File: src/rtl/rn_pkg.sv
package rn_pkg;
  // Where a source operand currently lives.
  typedef enum logic {
    LOC_PHYS = 1'b0,
    LOC_ARF  = 1'b1
  } src_loc_e;

  function automatic int unsigned idx_w(input int unsigned n);
    return (n < 2) ? 1 : $clog2(n);
  endfunction
endpackage

File: src/rtl/rn_free_fifo.sv
module rn_free_fifo #(
  parameter int DEPTH = 16,
  parameter int TW    = 4
) (
  input  logic          clk,
  input  logic          rst_n,
  input  logic          push,
  input  logic [TW-1:0] push_tag,
  input  logic          pop,
  output logic [TW-1:0] head_tag,
  output logic          empty
);
  localparam int CW = TW + 1;
  localparam logic [CW-1:0] FULL_CNT = CW'(DEPTH);

  logic [TW-1:0] slot_q [DEPTH];
  logic [TW-1:0] rd_q, wr_q;
  logic [CW-1:0] count_q;

  function automatic logic [TW-1:0] bump(input logic [TW-1:0] p);
    return (p == TW'(DEPTH - 1)) ? '0 : p + 1'b1;
  endfunction

  always_ff @(posedge clk) begin
    if (!rst_n) begin
      for (int i = 0; i < DEPTH; i++) slot_q[i] <= TW'(i);
      rd_q    <= '0;
      wr_q    <= '0;
      count_q <= FULL_CNT;
    end else begin
      if (push) begin
        slot_q[wr_q] <= push_tag;
        wr_q         <= bump(wr_q);
      end
      if (pop) rd_q <= bump(rd_q);
      if (push && !pop)      count_q <= count_q + 1'b1;
      else if (pop && !push) count_q <= count_q - 1'b1;
    end
  end

  assign head_tag = slot_q[rd_q];
  assign empty    = (count_q == '0);


  no_underflow_chk: assert property (@(posedge clk) disable iff (!rst_n)
    pop |-> count_q != '0);

  no_overflow_chk: assert property (@(posedge clk) disable iff (!rst_n)
    push |-> (count_q < FULL_CNT) || pop);

  push_grow_chk: assert property (@(posedge clk) disable iff (!rst_n)
    (push && !pop) |=> count_q == $past(count_q) + 1'b1);

  pop_shrink_chk: assert property (@(posedge clk) disable iff (!rst_n)
    (pop && !push) |=> count_q == $past(count_q) - 1'b1);
endmodule

File: src/rtl/rn_alias_table.sv
module rn_alias_table #(
  parameter int ARCH_REGS = 6,
  parameter int AW        = 3,
  parameter int TW        = 4,
  parameter int NSRC      = 2
) (
  input  logic                      clk,
  input  logic                      rst_n,
  input  logic [NSRC-1:0][AW-1:0]   rd_idx,
  output logic [NSRC-1:0]           rd_mapped,
  output logic [NSRC-1:0][TW-1:0]   rd_tag,
  input  logic                      wr_en,
  input  logic [AW-1:0]             wr_idx,
  input  logic [TW-1:0]             wr_tag,
  input  logic                      clr_en,
  input  logic [AW-1:0]             clr_idx,
  input  logic [TW-1:0]             clr_tag
);
  logic [ARCH_REGS-1:0] mapped_q;
  logic [TW-1:0]        tag_q [ARCH_REGS];

  always_ff @(posedge clk) begin
    if (!rst_n) begin
      mapped_q <= '0;
      for (int e = 0; e < ARCH_REGS; e++) tag_q[e] <= '0;
    end else begin
      for (int e = 0; e < ARCH_REGS; e++) begin
        if (wr_en && wr_idx == AW'(e)) begin
          mapped_q[e] <= 1'b1;
          tag_q[e]    <= wr_tag;
        end else if (clr_en && clr_idx == AW'(e) && mapped_q[e] && tag_q[e] == clr_tag) begin
          mapped_q[e] <= 1'b0;
        end
      end
    end
  end

  for (genvar s = 0; s < NSRC; s++) begin : g_rd
    assign rd_mapped[s] = mapped_q[rd_idx[s]];
    assign rd_tag[s]    = tag_q[rd_idx[s]];
  end


  rename_map_chk: assert property (@(posedge clk) disable iff (!rst_n)
    wr_en |=> mapped_q[$past(wr_idx)] && tag_q[$past(wr_idx)] == $past(wr_tag));

  commit_release_chk: assert property (@(posedge clk) disable iff (!rst_n)
    (clr_en && !(wr_en && wr_idx == clr_idx) && mapped_q[clr_idx] && tag_q[clr_idx] == clr_tag)
    |=> !mapped_q[$past(clr_idx)]);

  younger_keep_chk: assert property (@(posedge clk) disable iff (!rst_n)
    (clr_en && !(wr_en && wr_idx == clr_idx) && mapped_q[clr_idx] && tag_q[clr_idx] != clr_tag)
    |=> mapped_q[$past(clr_idx)] && tag_q[$past(clr_idx)] == $past(tag_q[clr_idx]));
endmodule

File: src/rtl/rn_arch_file.sv
module rn_arch_file #(
  parameter int ARCH_REGS = 6,
  parameter int AW        = 3,
  parameter int DW        = 32,
  parameter int NSRC      = 2
) (
  input  logic                    clk,
  input  logic                    rst_n,
  input  logic                    wr_en,
  input  logic [AW-1:0]           wr_idx,
  input  logic [DW-1:0]           wr_data,
  input  logic [NSRC-1:0][AW-1:0] rd_idx,
  output logic [NSRC-1:0][DW-1:0] rd_data
);
  logic [DW-1:0] reg_q [ARCH_REGS];

  always_ff @(posedge clk) begin
    if (!rst_n) begin
      for (int e = 0; e < ARCH_REGS; e++) reg_q[e] <= '0;
    end else if (wr_en) begin
      reg_q[wr_idx] <= wr_data;
    end
  end

  for (genvar s = 0; s < NSRC; s++) begin : g_rd
    assign rd_data[s] = reg_q[rd_idx[s]];
  end


  arf_write_chk: assert property (@(posedge clk) disable iff (!rst_n)
    wr_en |=> reg_q[$past(wr_idx)] == $past(wr_data));
endmodule

File: src/rtl/rename_commit_unit.sv
module rename_commit_unit
  import rn_pkg::*;
#(
  parameter int ARCH_REGS = 6,
  parameter int PHYS_TAGS = 16,
  parameter int DW        = 32,
  parameter int NSRC      = 2,
  localparam int AW       = idx_w(ARCH_REGS),
  localparam int TW       = idx_w(PHYS_TAGS)
) (
  input  logic                    clk,
  input  logic                    rst_n,
  input  logic                    ren_valid,
  output logic                    ren_ready,
  input  logic                    ren_has_dst,
  input  logic [AW-1:0]           ren_dst,
  input  logic [NSRC-1:0][AW-1:0] ren_src,
  output logic [NSRC-1:0]         src_in_arf,
  output logic [NSRC-1:0][TW-1:0] src_tag,
  output logic [NSRC-1:0][DW-1:0] src_val,
  output logic [TW-1:0]           dst_tag,
  input  logic                    cmt_valid,
  input  logic [AW-1:0]           cmt_arch,
  input  logic [TW-1:0]           cmt_tag,
  input  logic [DW-1:0]           cmt_data
);
  logic            pool_empty;
  logic [TW-1:0]   pool_head;
  logic            alloc;
  logic [NSRC-1:0] rd_mapped;

  assign ren_ready = !ren_has_dst || !pool_empty;
  assign alloc     = ren_valid && ren_ready && ren_has_dst;
  assign dst_tag   = pool_head;

  rn_free_fifo #(.DEPTH(PHYS_TAGS), .TW(TW)) pool_i (
    .clk      (clk),
    .rst_n    (rst_n),
    .push     (cmt_valid),
    .push_tag (cmt_tag),
    .pop      (alloc),
    .head_tag (pool_head),
    .empty    (pool_empty)
  );

  rn_alias_table #(.ARCH_REGS(ARCH_REGS), .AW(AW), .TW(TW), .NSRC(NSRC)) rat_i (
    .clk       (clk),
    .rst_n     (rst_n),
    .rd_idx    (ren_src),
    .rd_mapped (rd_mapped),
    .rd_tag    (src_tag),
    .wr_en     (alloc),
    .wr_idx    (ren_dst),
    .wr_tag    (pool_head),
    .clr_en    (cmt_valid),
    .clr_idx   (cmt_arch),
    .clr_tag   (cmt_tag)
  );

  rn_arch_file #(.ARCH_REGS(ARCH_REGS), .AW(AW), .DW(DW), .NSRC(NSRC)) arf_i (
    .clk     (clk),
    .rst_n   (rst_n),
    .wr_en   (cmt_valid),
    .wr_idx  (cmt_arch),
    .wr_data (cmt_data),
    .rd_idx  (ren_src),
    .rd_data (src_val)
  );

  for (genvar s = 0; s < NSRC; s++) begin : g_loc
    src_loc_e loc;
    assign loc           = rd_mapped[s] ? LOC_PHYS : LOC_ARF;
    assign src_in_arf[s] = (loc == LOC_ARF);
  end


  stall_hold_chk: assert property (@(posedge clk) disable iff (!rst_n)
    (ren_valid && ren_has_dst && pool_empty && !cmt_valid) |=> pool_empty);

  rename_wins_chk: assert property (@(posedge clk) disable iff (!rst_n)
    (alloc && cmt_valid && cmt_arch == ren_dst) |=> !rd_mapped[0] || ren_src[0] != $past(ren_dst)
      || src_tag[0] == $past(pool_head));
endmodule

File: config.mk
export PLATFORM = sky130hd
export DESIGN_NAME = rename_commit_unit
export DESIGN_NICKNAME = d
export VERILOG_FILES = /design/src/rtl/rn_pkg.sv /design/src/rtl/rn_free_fifo.sv /design/src/rtl/rn_alias_table.sv /design/src/rtl/rn_arch_file.sv /design/src/rtl/rename_commit_unit.sv
export SDC_FILE = /design/constraint.sdc
export NUM_CORES = 1
export LEC_CHECK = 0
export BUFFER_PORTS_ARGS = -buffer_cell sky130_fd_sc_hd__buf_2
export CORE_MARGIN = 8
export CORE_UTILIZATION = 60
export DETAILED_ROUTE_END_ITERATION = 7
export PLACE_DENSITY = 0.87
export SETUP_SLACK_MARGIN = 0.5
export SLEW_MARGIN = 20
export SYNTH_ARGS = -nofsm -noshare
export SYNTH_HDL_FRONTEND = slang
export SYNTH_SLANG_ARGS = --single-unit
File: constraint.sdc
create_clock -name clk -period 3.6 [get_ports clk]
set_input_delay 0 -clock clk [delete_from_list [all_inputs] [get_ports clk]]
set_output_delay 0 -clock clk [all_outputs]
set_load 0.02 [all_outputs]
==> metrics list, run 1 <==
* Total clock buffers created by CTS: 38
- Inst Count DP: between 1500 and 2000
- Summing every instance area after synthesis gives about 19000 sq um.
* Hold Fails Final Rpt: 0
* Power density over the cells: 482.1 nW/um^2
- Final Instance Count excl. Fillers: 1800
* CP Max Fanout: 10
* Sort of element at the end of the critical path: register
- Averaged over all synthesized cells, the footprint is around 15 sq um.
- The number of antenna diodes in the final layout is 0.
- Fraction of the core area covered by cells at the end of the flow: about 69%
- CTS resizes: 0
- In this run the remaining antenna-violating nets after routing total 0.
- Yosys instantiated no cell more often than sky130_fd_sc_hd__edfxtp_1.
* Async set or reset register ratio after synthesis: 0%
- The first global-routing pass estimated 72.91 mm of wire.
* Worst Skew: 0.01457 ns
* Fraction of synthesized cell area taken by the top area cell type: a little under three fifths
- Fin. max-slew vios: 0
* Synthesized net count: roughly 1300
- Buffers placed on the I/O ports in this run total around 130.
- Later-pin clock latency in the skew report: 0.53 ns
- Highest clock rate: 343.4 MHz
- Largest net degree at the start of global routing: 70
- At the pin with the least slew margin, the transition time is just over 1 ns.
- In the routed layout, each cell is associated on average with a via count of approximately 6.6.
* Max rail drop VDD: roughly 440 uV
- Setup violations remaining at the end of the flow were counted as 0.
* Root buffer cell: sky130_fd_sc_hd__clkbuf_16
- The initial utilization of the core area, before any placement, comes to around three fifths.
- The H-tree generated during clock tree synthesis spans 2 levels.
* Number of distinct library cells after synthesis: between 50 and 60
- Number of buffers on the longest clock path: 3
- TritonCTS clock tree: yes
- Total Nets Final: 1438
- The flow ran to the end, and the final reports show no timing, DRC or antenna violations.
- In this run, synthesis inferred 344 flip-flops with an integrated enable.
* Share of cells above drive strength 1: a little under a third
- Width of the die: around 190 microns
* Yosys warning total: 0
- Half-perimeter wire length after placement: approximately 29 mm
- CP required: about 4 ns
- Total wire length: between 40 and 50 mm
- By count the netlist is led by sky130_fd_sc_hd__edfxtp_1 (344), sky130_fd_sc_hd__nor2_1 (159), sky130_fd_sc_hd__mux4_2 (138).
* Sum Neg Setup Slack: 0 ns
- Worst slew margin relative to its limit: about 30%
- The number of antenna violations at the first check in global routing is 0.
* Vias in the first global route: about 13000
* Leading cell types by total area after synthesis: sky130_fd_sc_hd__edfxtp_1 (56%), sky130_fd_sc_hd__mux4_2 (17%), sky130_fd_sc_hd__mux2_2 (3.9%)
- In this run, the number of DRC markers left after iteration 0 of detailed routing was ~1500.
- The initialized floorplan defines 64 standard-cell rows.
- Clock transition at path regs: approximately 0.06 ns
* Core region area: just over 30000 sq um
- Max-capacitance violation count: 0
- Critical Setup Path Class: in -> reg
- Die Footprint: around 37000 sq um
- In the synthesized netlist, the number of instances is roughly 1200.
- Setup repair after global routing left no endpoint under its margin.
- Post-DR wirelength/cell: approximately 27 microns
- Clock sink count: roughly 370
- The worst setup path is launched from an input port.
- Primary FF master, synth: sky130_fd_sc_hd__edfxtp_1
- Final GP Congestion: approximately 0.85
- In this run the vertical extent of the chip is ~190 microns.
- Post-route cell area: 21180 sq um
* Data arrival time at the worst-slack endpoint: ~3.3 ns
- HP Class: in -> reg
* DRT Pass-1 Iters: 6
- Cell taking the most area after synthesis: sky130_fd_sc_hd__edfxtp_1
- Global routing used between 20% and 30% of the available tracks.
- Total congestion overflow: 0
- Pin placement for this block handled between 100 and 150 I/O pins.
- For this design the static power due to leakage is around 7.4 nW.
- Seq/Total Area, Yosys: between 50% and 60%
- In the routed design, unresolved DRC markers number 0.
- In this run the cell area measured after placement is between 15000 and 20000 sq um.
* Synthesis-to-layout area growth: 14.00%
- Crit share post-route: between 80% and 90%
- Seq cells post-synth: 367
- After layout, the minimum clock period comes to roughly 2.9 ns.
* Total power consumption of the routed design: 0.01021 W
- Vias post-DR: 11940
kinds of logic (layout without fill, tap and decap cells):
group	after synthesis	in the layout	synth area share (%)
compound gates	44	44	1.442
xor+xnor	28	28	1.320
fa+ha+maj	10	10	0.7140
buf+inv	147	310	3.536
flops	367	367	58.09
mux	247	247	24.55
simple gates	398	398	10.35
layout by cell type (no fill, tap or decap), drive strengths merged, types with 2 or more instances in the layout:
master       count
a21oi           15
dfxtp           23
and2            51
edfxtp         344
buf            151
mux4           154
xor2            13
nor3            12
clkbuf          54
nand2b          12
or2              5
nand4b           3
ha               9
nand2           72
inv             47
nor4            10
or3             19
mux2            69
nand4            4
clkinv          13
nor2           159
mux2i           24
nand3b           3
dlygate4sd3     43
o311ai           3
o31ai            2
o21ai           16
xnor2           15
and3            32
nor4b            2
nand3            9
or4b             2
sequential cells by signal, indices dropped and copies added, names as in the netlist, named ones only:
name	count
rat_i.tag_q	24
pool_i.wr_q	4
rat_i.mapped_q	6
pool_i.slot_q	64
pool_i.count_q	5
pool_i.rd_q	4
arf_i.reg_q	256
worst paths after layout:
| check | cells after the start | startpoint | slack [ns] | to |
|---|---|---|---|---|
| max | 12 | ren_valid | 0.69 | pool_i.count_q[4] |
| min | 2 | ren_dst[1] | 0.04 | rat_i.tag_q[0][1] |
| max reg2reg | 10 | pool_i.count_q[1] | 0.77 | pool_i.count_q[4] |
| min reg2reg | 2 | rat_i.mapped_q[1] | 0.50 | rat_i.mapped_q[1] |
per-layer routing:
metal | global-route usage, % | vias up | share of wire, %
met5 | 0 | - | 0
li1 | - | 5021 | -
met1 | 31.20 | 5928 | 34
met4 | 10.66 | 0 | 3.7
met3 | 4.975 | 147 | 10
met2 | 46.10 | 841 | 52
power breakdown:
| part | internal, W | total [W] | switching, W |
|---|---|---|---|
| combinational | 0.000573 | 0.00133 | 0.000760 |
| clock | 0.00224 | 0.00388 | 0.00163 |
| sequential | 0.00487 | 0.00500 | 0.000128 |
area by class of cell:
type	count	area, sq um
inverter	47	176.4
timing repair buffer	194	1316
tap	396	495.5
multi-input combinational	727	7161
fill	1857	9334
sequential	367	10790
clock buffer	54	1115
clock inverter	15	121.4
per-stage QoR:
step / hold WS (ns) / setup WS, ns
2_1_floorplan: 0.1967 / 0.6204
3_3_place_gp: 0.3045 / 0.9611
3_5_place_dp: 0.3151 / 0.8560
4_1_cts: 0.004644 / 0.7318
5_1_grt: 0.04070 / 0.5578
6_report: 0.03871 / 0.6882
repair_timing:
action                                  CTS  global route
hold buffers                             43             0
setup buffers                             0             0
hold endpoints to repair                268             0
endpoints found under the setup margin    0             0
worst max-delay path: stages:
cell and delay [ns]:
sky130_fd_sc_hd__dlygate4sd3_1 0.52, sky130_fd_sc_hd__buf_2 0.11, sky130_fd_sc_hd__nand2_1 0.05, sky130_fd_sc_hd__dlygate4sd3_1 0.57
sky130_fd_sc_hd__a21oi_2 0.41, sky130_fd_sc_hd__inv_1 0.10, sky130_fd_sc_hd__ha_1 0.24, sky130_fd_sc_hd__fa_1 0.42
sky130_fd_sc_hd__nand2b_1 0.16, sky130_fd_sc_hd__a21oi_1 0.16, sky130_fd_sc_hd__mux2i_1 0.23, sky130_fd_sc_hd__mux2_2 0.36
No activity file was read; power rests on OpenSTA's default activity.
==> inputs of run 2 (changes only) <==
clock period = 2.8 ns   (was 3.6 ns; I/O delays follow)
==> metrics list, run 2 (synthesized netlist as in run 1, its figures left out) <==
- Root buffer cell: sky130_fd_sc_hd__clkbuf_16 (unchanged)
- Hold Fails Final Rpt: 0 (unchanged)
* Wire length of the first global-routing pass: 72.81 mm (was 72.91 mm)
* Sum Neg Setup Slack: 0 ns (unchanged)
- Number of antenna-violating nets in the routed design: 0 (unchanged)
- The worst setup skew after layout was 0.01294 ns (was 0.01457 ns).
* Met1 usage: 32.38% (was 31.20%)
* Total wire length: 48.47 mm (was 48.06 mm)
* Total Nets Final: 1452 (was 1438)
- The global-route track usage on met2 is 45.53% (was 46.10%).
- In the finished design, the share of the clock period the worst path needs comes to 84.76%.
* Synthesis-to-layout area growth: 15.21% (was 14.00%)
- CP required: 3.21 ns (was 4.02 ns)
- TritonCTS clock tree: yes (unchanged)
* Data arrival time at the worst-slack endpoint: 2.79 ns (was 3.33 ns)
* Vias in the first global route: 12520 (was 12870)
* Post-route cell area: 21400 sq um (was 21180 sq um)
- The type of the worst setup path is reg -> reg (was in -> reg).
- Overall Global Routing Usage: 26.11% (was 26.13%)
* Worst flop-to-flop path endpoint: pool_i.count_q[4] (unchanged)
- Post-DR wirelength/cell: 26.78 microns (was 26.70 microns)
* Largest register FFs: 256 (unchanged)
* DRT Pass-1 Iters: 8 (was 6)
- Most crowded layer after global routing: met2 (unchanged)
- Status: complete, no violations (unchanged)
- CTS H-tree lvls: 2 (unchanged)
- Global routing met3 resource utilization: 4.811% (was 4.975%)
* HP Class: in -> reg (unchanged)
* Final-report setup violation count: 0 (unchanged)
- The highest ir drop seen on vdd came to 494.3 uV (was 438.2 uV).
* Largest registers: arf_i.reg_q: 256 flops, pool_i.slot_q: 64 flops, rat_i.tag_q: 24 flops (unchanged)
* Crit path launch: pool_i.count_q[1] (was ren_valid)
- Number of antenna violations at the first check in global routing: 2 (was 0)
- The maximum fanout along the worst path came to 4 (was 10).
* Power density over the cells: 609.4 nW/um^2 (was 482.1 nW/um^2)
* Largest net degree at the start of global routing: 75 (was 70)
- The die height came to 192.0 microns (unchanged).
- Number of buffers on the longest clock path: 3 (unchanged)
* Final GP Congestion: 0.8733 (was 0.8466)
- For this run, the top clock speed supported by timing is roughly 420 MHz.
- The effective utilization at floorplan is 60.88% (unchanged).
- The proportion of layout cells with a drive suffix above 1 is 32.08% (was 30.56%).
* Filler cell count: 1831 (was 1857)
- The overall power consumption came to 0.01304 W (was 0.01021 W).
- Number of core rows: 64 (unchanged)
- Slew @ Worst Pin: 0.8950 ns (was 1.040 ns)
- Core region area: 30510 sq um (unchanged)
* Most flops, register: arf_i.reg_q (unchanged)
- Width of the die: 192.0 microns (unchanged)
- The worst path in the final design needs a cycle of about 2.4 ns, including I/O delays and setup.
- The detailed placement HPWL was 28.53 mm (was 28.54 mm).
- The total grt overflow was 0 (unchanged).
* Worst Reg2Reg Path Length in Cells: 10 (unchanged)
* Clock transition at path regs: 0.06 ns (about the same)
* DRC violation count after routing: 0 (unchanged)
* Clock sink count: 367 (unchanged)
* Die Footprint: 36840 sq um (unchanged)
- The average via count per standard cell was 6.698 (was 6.632).
* Reg-to-reg setup timing slack: 0.43 ns (was 0.77 ns)
- Reg2reg start: pool_i.count_q[1] (unchanged)
- The max-slew violation count was 0 (unchanged).
- Hold-critical path endpoint: arf_i.reg_q[6][29] (was rat_i.tag_q[0][1])
- Leading cell types in the layout, fill and taps excluded: sky130_fd_sc_hd__edfxtp_1 (344), sky130_fd_sc_hd__nor2_1 (158), sky130_fd_sc_hd__mux4_2 (139) (was sky130_fd_sc_hd__edfxtp_1 (344), sky130_fd_sc_hd__nor2_1 (158), sky130_fd_sc_hd__mux4_2 (138)).
- Max-capacitance violation count: 0 (unchanged)
* Later-pin clock latency in the skew report: 0.53 ns (about the same)
- Instance area at placement: 19640 sq um (was 19510 sq um)
* Leak: 7.481 nW (was 7.409 nW)
* Initial drt markers: 1391 (was 1477)
* Number of I/O port buffers: 131 (unchanged)
* Hold Path Origin: cmt_arch[0] (was ren_dst[1])
* Setup repair after global routing missed its margin: yes (was no)
* Vias post-DR: 12120 (was 11940)
- The capturing element type of the critical path is a register (unchanged).
- The relative slew slack came to 40.33% (was 30.42%).
- The kind of launch point of the worst setup path is a register (was input port).
- The depth of the worst hold-timing path was 2 (unchanged).
* Leading cell type in the layout, fill and taps excluded: sky130_fd_sc_hd__edfxtp_1 (unchanged)
* Worst hold slack: 0.02205 ns (was 0.03871 ns)
- Fraction of the core area covered by cells at the end of the flow: 70.14% (was 69.41%)
- Number of top-level design ports: 132 (unchanged)
- Total clock buffers created by CTS: 37 (was 38)
[run 2: changes by cell type in the layout (fill, tap and decap cells not counted), sizes merged]
cell and delta:
diode +2, buf +14, inv +1, clkbuf -4, clkinv -3
[run 2: how the worst max path moves through the flow]
stage	end	slack (ns)	cells after the start
global placement	pool_i.count_q[4]	0.39	9
CTS	pool_i.count_q[4]	0.45	10
detailed placement	pool_i.count_q[4]	0.29	10
floorplan	pool_i.count_q[4]	0.51	10
finish	pool_i.count_q[4]	0.43	10
global route	pool_i.count_q[4]	0.39	10
[run 2: area by class of cell]
cell class                 count  area, sq um  area share, %
antenna                        2        5.005        0.02339
clock buffer                  49         1065          4.975
clock inverter                13        111.4         0.5203
inverter                      47        178.9         0.8361
multi-input combinational    727         7233          33.80
sequential                   367        10800          50.48
tap                          396        495.5          2.315
timing repair buffer         209         1509          7.051
[run 2: worst max-delay path, cell delays in order (launching register included)]
cell and delay, ns:
sky130_fd_sc_hd__dfxtp_4 0.37, sky130_fd_sc_hd__nor4b_4 0.38, sky130_fd_sc_hd__a21oi_4 0.11, sky130_fd_sc_hd__inv_2 0.08, sky130_fd_sc_hd__ha_4 0.16, sky130_fd_sc_hd__inv_4 0.06
sky130_fd_sc_hd__ha_4 0.27, sky130_fd_sc_hd__nand2b_1 0.08, sky130_fd_sc_hd__a21oi_2 0.17, sky130_fd_sc_hd__mux2i_1 0.23, sky130_fd_sc_hd__mux2_2 0.35
[run 2: where the power goes]
part           total (W)  switching, W  internal (W)
Clock            0.00481       0.00204       0.00277
Sequential       0.00644      0.000176       0.00627
Combinational    0.00178      0.000996      0.000789
[run 2: metrics by stage]
step	instances	setup WS, ns
final	1810	0.4268
after global routing	1810	0.3880
after CTS	1805	0.4540
after detailed placement	1695	0.2903
after global placement	1695	0.3941
after floorplan	1241	0.5123
[run 2: layer usage]
layer,wire [microns],part of all wire (%),up-vias
met5,0,0,-
met1,16580,34,6013
met3,5192,11,156
li1,-,-,5050
met4,1892,3.9,0
met2,24810,51,904
[run 2: timing repair]
item                                   in CTS  in global routing
setup endpoints to repair                   6                 13
cloned                                      0                  1
gates resized for setup                    11                 10
buffers inserted                            5                  2
pin swaps                                   2                  5
endpoints found under the hold margin     276                  0
hold buffers                               43                  0
